File: src/rtl/dsadc_pkg.sv
package dsadc_pkg;

  typedef enum logic [1:0] {
    PH_AZ    = 2'd0,
    PH_INT   = 2'd1,
    PH_DEINT = 2'd2
  } phase_t;

  // strobes from the sequencer to the counting datapath
  typedef struct packed {
    logic capPol;    // take the sign from the sampled comparator
    logic loadSkip;  // load the offset skip counter
    logic clrCount;  // clear the BCD count
    logic cntEn;     // one de-integrate count slot
    logic latch;     // store the result into the output registers
    logic ovf;       // the stored result is an overrange
  } seqStrobe_t;

endpackage

File: src/rtl/dsadc_ctrl.sv
module dsadc_ctrl
  import dsadc_pkg::*;
#(
  parameter int INT_CLKS   = 10000,
  parameter int FULL_SCALE = 20000,
  parameter int CYCLE_CLKS = 40000
) (
  input  logic       clk,
  input  logic       rst,
  input  logic       xing,
  input  logic       polIn,
  output seqStrobe_t stb,
  output logic       azEn,
  output logic       intEn,
  output logic       refPosEn,
  output logic       refNegEn
);

  localparam int CNT_W = $clog2(CYCLE_CLKS);
  localparam int DE_W  = $clog2(FULL_SCALE + 1);

  phase_t           phase;
  logic [CNT_W-1:0] cycCnt;
  logic [DE_W-1:0]  deCnt;
  logic             azFirst;

  logic cycLast;
  logic intLast;
  logic deFull;
  logic deDone;

  assign cycLast = (phase == PH_AZ) && (cycCnt == CNT_W'(CYCLE_CLKS - 1));
  assign intLast = (phase == PH_INT) && (cycCnt == CNT_W'(INT_CLKS - 1));
  assign deFull  = (deCnt == DE_W'(FULL_SCALE));
  assign deDone  = (phase == PH_DEINT) && (xing || deFull);

  always_ff @(posedge clk) begin
    if (rst) begin
      phase   <= PH_AZ;
      cycCnt  <= '0;
      deCnt   <= '0;
      azFirst <= 1'b0;
    end else begin
      unique case (phase)
        PH_AZ: begin
          azFirst <= 1'b0;
          if (cycLast) begin
            phase  <= PH_INT;
            cycCnt <= '0;
          end else begin
            cycCnt <= cycCnt + 1'b1;
          end
        end
        PH_INT: begin
          cycCnt <= cycCnt + 1'b1;
          if (intLast) begin
            phase <= PH_DEINT;
            deCnt <= '0;
          end
        end
        PH_DEINT: begin
          cycCnt <= cycCnt + 1'b1;
          if (deDone) begin
            phase   <= PH_AZ;
            azFirst <= 1'b1;
          end else begin
            deCnt <= deCnt + 1'b1;
          end
        end
        default: begin
          phase  <= PH_AZ;
          cycCnt <= '0;
        end
      endcase
    end
  end

  always_comb begin
    stb          = '0;
    stb.capPol   = intLast;
    stb.loadSkip = intLast;
    // hold-off slots: clear on the way into de-integrate and on the first auto-zero clock
    stb.clrCount = intLast || ((phase == PH_AZ) && azFirst);
    // de-integrate clock 0 never counts: it absorbs the sampling register's lag
    stb.cntEn    = (phase == PH_DEINT) && (deCnt != '0) && !deDone;
    stb.latch    = deDone;
    stb.ovf      = deDone && !xing;
  end

  assign azEn     = (phase == PH_AZ);
  assign intEn    = (phase == PH_INT);
  assign refPosEn = (phase == PH_DEINT) && !polIn;
  assign refNegEn = (phase == PH_DEINT) && polIn;

endmodule

File: src/rtl/dsadc_datapath.sv
module dsadc_datapath
  import dsadc_pkg::*;
#(
  parameter int OFFS_W = 8,
  parameter int NDIG   = 4
) (
  input  logic              clk,
  input  logic              rst,
  input  logic              cmpIn,
  input  logic [OFFS_W-1:0] offsetIn,
  input  seqStrobe_t        stb,
  output logic              xing,
  output logic              polReg,
  output logic [4*NDIG-1:0] digitsOut,
  output logic              msdOut,
  output logic              polOut,
  output logic              ovfOut,
  output logic              validOut
);

  localparam int DIG_W = 4 * NDIG;

  logic              cmpReg;
  logic [OFFS_W-1:0] skipCnt;
  logic [3:0]        digit [NDIG];
  logic [NDIG:0]     carry;
  logic              msd;
  logic [DIG_W-1:0]  countVec;

  // comparator sampled once per clock
  always_ff @(posedge clk) begin
    if (rst) begin
      cmpReg <= 1'b0;
      polReg <= 1'b0;
    end else begin
      cmpReg <= cmpIn;
      if (stb.capPol) polReg <= cmpReg;
    end
  end

  assign xing = cmpReg ^ polReg;

  // offset subtraction by skipping the first counts
  always_ff @(posedge clk) begin
    if (rst) begin
      skipCnt <= '0;
    end else if (stb.loadSkip) begin
      skipCnt <= offsetIn;
    end else if (stb.cntEn && (skipCnt != '0)) begin
      skipCnt <= skipCnt - 1'b1;
    end
  end

  assign carry[0] = stb.cntEn && (skipCnt == '0);

  for (genvar i = 0; i < NDIG; i++) begin : g_dig
    always_ff @(posedge clk) begin
      if (rst || stb.clrCount) begin
        digit[i] <= 4'd0;
      end else if (carry[i]) begin
        digit[i] <= (digit[i] == 4'd9) ? 4'd0 : digit[i] + 4'd1;
      end
    end
    assign carry[i+1]      = carry[i] && (digit[i] == 4'd9);
    assign countVec[4*i+:4] = digit[i];
  end

  // leading half digit
  always_ff @(posedge clk) begin
    if (rst || stb.clrCount) begin
      msd <= 1'b0;
    end else if (carry[NDIG]) begin
      msd <= 1'b1;
    end
  end

  always_ff @(posedge clk) begin
    if (rst) begin
      digitsOut <= '0;
      msdOut    <= 1'b0;
      polOut    <= 1'b0;
      ovfOut    <= 1'b0;
      validOut  <= 1'b0;
    end else begin
      validOut <= stb.latch;
      if (stb.latch) begin
        digitsOut <= stb.ovf ? '0 : countVec;
        msdOut    <= stb.ovf ? 1'b0 : msd;
        ovfOut    <= stb.ovf;
        polOut    <= polReg;
      end
    end
  end

endmodule

File: src/rtl/dsadc_seq.sv
module dsadc_seq
  import dsadc_pkg::*;
#(
  parameter int INT_CLKS   = 10000,
  parameter int FULL_SCALE = 20000,
  parameter int CYCLE_CLKS = 40000,
  parameter int OFFS_W     = 8,
  parameter int NDIG       = 4
) (
  input  logic              clk,
  input  logic              rst,
  input  logic              cmpIn,
  input  logic [OFFS_W-1:0] offsetIn,
  output logic              azEn,
  output logic              intEn,
  output logic              refPosEn,
  output logic              refNegEn,
  output logic [4*NDIG-1:0] digitsOut,
  output logic              msdOut,
  output logic              polOut,
  output logic              ovfOut,
  output logic              validOut
);

  seqStrobe_t stb;
  logic       xing;
  logic       polReg;

  dsadc_ctrl #(
    .INT_CLKS  (INT_CLKS),
    .FULL_SCALE(FULL_SCALE),
    .CYCLE_CLKS(CYCLE_CLKS)
  ) u_ctrl (
    .clk     (clk),
    .rst     (rst),
    .xing    (xing),
    .polIn   (polReg),
    .stb     (stb),
    .azEn    (azEn),
    .intEn   (intEn),
    .refPosEn(refPosEn),
    .refNegEn(refNegEn)
  );

  dsadc_datapath #(
    .OFFS_W(OFFS_W),
    .NDIG  (NDIG)
  ) u_dp (
    .clk      (clk),
    .rst      (rst),
    .cmpIn    (cmpIn),
    .offsetIn (offsetIn),
    .stb      (stb),
    .xing     (xing),
    .polReg   (polReg),
    .digitsOut(digitsOut),
    .msdOut   (msdOut),
    .polOut   (polOut),
    .ovfOut   (ovfOut),
    .validOut (validOut)
  );

endmodule

File: config.mk
export PLATFORM = sky130hd
export DESIGN_NAME = dsadc_seq
export DESIGN_NICKNAME = d
export VERILOG_FILES = /design/src/rtl/dsadc_pkg.sv /design/src/rtl/dsadc_ctrl.sv /design/src/rtl/dsadc_datapath.sv /design/src/rtl/dsadc_seq.sv
export SDC_FILE = /design/constraint.sdc
export NUM_CORES = 1
export LEC_CHECK = 0
export ABC_AREA = 1
export BUFFER_PORTS_ARGS = -buffer_cell sky130_fd_sc_hd__buf_2
export CORE_ASPECT_RATIO = 0.5
export CORE_MARGIN = 3
export CORE_UTILIZATION = 44
export DETAILED_ROUTE_END_ITERATION = 7
export PLACE_DENSITY = 0.67
export SLEW_MARGIN = 15
export SYNTH_ARGS = -nofsm -noshare
export SYNTH_HDL_FRONTEND = slang
export SYNTH_HIERARCHICAL = 1
export SYNTH_SLANG_ARGS = --single-unit
File: constraint.sdc
create_clock -name clk -period 4.94 [get_ports clk]
set_input_delay 0.247 -clock clk [delete_from_list [all_inputs] [get_ports clk]]
set_output_delay 0.247 -clock clk [all_outputs]
set_load 0.02 [all_outputs]
Word-level counts from Yosys, hierarchy flattened. Memories as Yosys holds them, arrays and structs flattened. Index checks and enable logic that the tools add are counted.

RAM bits: 16. Memory bits (read-only): 0. Register bits after elaboration: 65. Bits in latches: 0. Memories: 1. Output and inout port bits: 24.

Memories: u_dp.digit (words 4, width 4, read ports 4, clocked after Yosys merged registers in 0, write ports 4, line dsadc_datapath.sv:25) `logic [3:0] digit [NDIG];`.

Add/sub/neg operators: 7. Eq/ne operators: 13. Shift operators: 0. Magnitude comparators: 0. Multiply operators: 0. Mux-type cells: 37. Div/mod/pow operators: 0. Bitwise gates (word level): 5. Reductions and logical operators: 32.

Operators with widths (number): $mux 16 (2); $mux 4 (8); $pmux 16 s2 (1); $mux 15 (2); $pmux 15 s2 (1); $add 16x1->16 const B (1); $add 4x1->4 const B (4); $eq 16x14->1 const B (1); $eq 16x16->1 const B (1); $eq 4x4->1 const B (4); $mux 1 (16); $mux 8 (2); $add 15x1->15 const B (1); $eq 15x15->1 const B (1); $logic_and 1x1->1 (15); $reduce_bool 15->1 (1); $logic_not 8->1 (1); $reduce_bool 8->1 (1); $sub 8x1->8 const B (1); $mux 2 (3); $ne 2x1->1 const B (3); $pmux 2 s3 (1); $reduce_and 3->1 (2); $reduce_bool 2->1 (3); other kinds (11) (18).

Depth between registers and ports, before layout.
Depth in word-level cells: 13. Depth in mapped cells: 15. Gate-level depth less buffers: 14.

Modules after synthesis. Netlist, hierarchy kept.

Modules (own cells, without submodules): dsadc_datapath (cells an instance 279, times used 1, area each 2275.9 µm², sequential area each 1101.1 µm²); dsadc_ctrl (cells an instance 338, times used 1, area each 2125.8 µm², sequential area each 680.7 µm²).

Worst setup path after synthesis. OpenSTA, ideal clock, no wires.

Kind: flip-flop to flip-flop. From: register u_ctrl.deCnt[0]. To: memory u_dp.digit[3][0], enable pin. Path slack: 2.658 ns. Stages on the path, launching flop included: 10. Clock period less this slack: 2.282 ns. Library setup time: 0.361 ns. Arrival time: 1.920 ns. Cells stage by stage: dfxtp_1 -> inv_1 -> ha_1 -> nand2_1 -> nor2_1 -> nand2_1 -> nand3_1 -> a31oi_1 -> nand4_4 -> o21ai_0.

RTL lines: start: declaration (line dsadc_ctrl.sv:24) `logic [DE_W-1:0] deCnt;`; start signal: assignment (line dsadc_ctrl.sv:67) `deCnt <= deCnt + 1'b1;`; end: declaration (line dsadc_datapath.sv:25).

==> qor.csv <==
metric,value,unit
status,"complete, no violations",
drt_iter0_drc,178,
end_kind,flip-flop,
rsz0062_at_grt,no,
ff2ff_path_depth,9,
drtPass1Iterations,5,
finalNetCount,674,
synth_warnings,6,
detail_route.wirelength,8.899,mm
grt_pass1_wl,15.59,mm
syn_inst,617,
grt_max_degree,38,
grt_overflow,0,
numClockSinks,81,
coreArea,9603,um2
final_cell_mix,"nand2_1, nor2_1, dfxtp_1, inv_1, nand3_1",
grt_pass1_vias,3404,
cts_resized,0,
cts-root-buf,clkbuf_16,
ys_async_sr_fraction,0,%
cts_buffers,9,
synth_area,4402,um2
detail_route.wl_per_cell,11.32,um
port-buffer-count,34,
vias,3722,
cts_tree,yes,
irDropWorstVdd,0.0001544,V
required,4920,ps
cts-hold-fix-buffers,0,
worstMarginPinSlew,718.2,ps
ff2ff_setup_slack,2240,ps
die_y,76.73,um
synth_edf_count,16,
rows,25,
remaining_drc_errors,0,
fmax,370.9,MHz
htreeDepth,3,
hold_viol_final,0,
fin_hold_ws,116.7,ps
timing.final.crit_share,54.57,%
r2r-end,u_dp/digit[3][0],
initial_core_util,45.84,%
place_hpwl,6.351,mm
area_growth,12.85,%
powerDensity,287.0,nW/um2
setup_viol,0,
diodes,0,
io_pins,35,
final.fill_count,958,
syn_avg_cell_area,7.134,um2
cp-start-kind,flip-flop,
maxCapViolations,0,
synth_nets,645,
path_class,reg -> reg,
clk_latency,340,ps
slew_headroom,51.90,%
crit_start,u_ctrl/deCnt[0],
vias_per_cell,4.735,
dieWidth,147.5,um
crit_end,u_dp/digit[3][0],
fin_setup_tns,0,ps
path_max_fanout,7,
grtUsageTotal,16.79,%
min-delay-path-class,in -> reg,
regToRegStartpoint,u_ctrl/deCnt[0],
fin_skew,7.489,ps
post_cts_buffers,0,
mostFrequentLayoutCell,nand2_1,
antenna_left,0,
die_area,11310,um2
arrival,2680,ps
slew_violations,0,
clock_path_buffers,2,
power_leakage,2.102,nW
layout-drive-gt1-share,12.75,%
synth_cell_types,37,
synth-seq-cells,81,
clk_pin_slew,60,ps
ys.flop_type,dfxtp_1,
antenna_found_initial,0,
place.gp.congestion,0.8405,
period_needed,2696,ps
ys_seq_area_share,40.48,%
## area by class of cell
cell class	instances	area [um2]	area share (%)
repair buffers	34	170.2	3.426
multi-input cells	450	2270	45.69
flip-flops and latches	81	1782	35.87
clock inverters	5	81.33	1.637
clock buffers	11	232.7	4.685
well taps	135	168.9	3.401
inverters	70	262.8	5.290
## registers in the layout, indices dropped and copies added (netlist names), 2 cells and up
signal and count:
u_ctrl/cycCnt 16, u_dp/digit 16, u_dp/digitsOut 16, u_ctrl/deCnt 15, u_dp/skipCnt 8, u_ctrl/phase 2
## cell families after synthesis
family | Yosys count | share of synthesized area, %
AOI/OAI and AO/OA | 52 | 6.168
and+or+nand+nor | 364 | 37.18
buffers and inverters | 86 | 7.959
adders and majority gates | 17 | 4.832
DFF | 81 | 40.48
xor gates and xnor gates | 17 | 3.383
## worst min path at each step
| stage | cells past startpoint | start | slack (ps) | end |
|---|---|---|---|---|
| 2_1_floorplan | 2 | cmpIn | 350 | u_dp/cmpReg |
| 3_3_place_gp | 1 | u_ctrl/cycCnt[0] | 440 | u_ctrl/cycCnt[0] |
| 3_5_place_dp | 2 | u_dp/msd | 440 | u_dp/msd |
| 4_1_cts | 3 | cmpIn | 110 | u_dp/cmpReg |
| 5_1_grt | 3 | cmpIn | 120 | u_dp/cmpReg |
| 6_report | 3 | cmpIn | 120 | u_dp/cmpReg |
## stage by stage
step	cell area [um2]	utilization, %	std cells	worst slack [ps]	power [mW]
after floorplan	4402	-	617	2658	0.7265
after global placement	4653	48.46	770	2354	0.7371
after detailed placement	4653	48.46	770	2276	0.7373
after CTS	4967	51.73	786	2270	1.443
after global routing	4967	51.73	786	2064	1.488
final	4967	51.73	786	2244	1.426
## report_power, final
group | internal (mW) | total [mW] | switching [mW]
clock | 0.443 | 0.703 | 0.260
sequential | 0.681 | 0.689 | 0.00818
combinational | 0.0110 | 0.0332 | 0.0222
## cells in the mapped netlist (all sizes together), types with 3 or more instances
cell type	n	share of area, %
a21oi	30	3.4
buf	12	1.6
clkbuf	4	0.34
clkinv	3	0.26
dfxtp	65	30
edfxtp	16	11
ha	17	4.8
inv	67	5.7
nand2	183	17
nand3	48	6.1
nand4	7	1.3
nor2	107	10
nor3	10	1.5
nor4	4	0.57
o21ai	18	2.1
xnor2	7	1.4
xor2	10	2.0
## per-layer routing
metal,global-route usage (%),share of wire (%)
met3,4.604,3.5
met1,21.94,50
met4,5.297,1.2
met2,27.20,45
met5,0,0
## critical path: stages (launching register included)
cell,delay [ps]
dfxtp_1,370
inv_1,70
ha_1,190
nand2_1,60
nor2_1,50
nand2_1,70
nand3_1,150
a31oi_1,600
nand4_4,260
o21ai_0,510
Note: power is estimated with default switching activity, not from simulation.
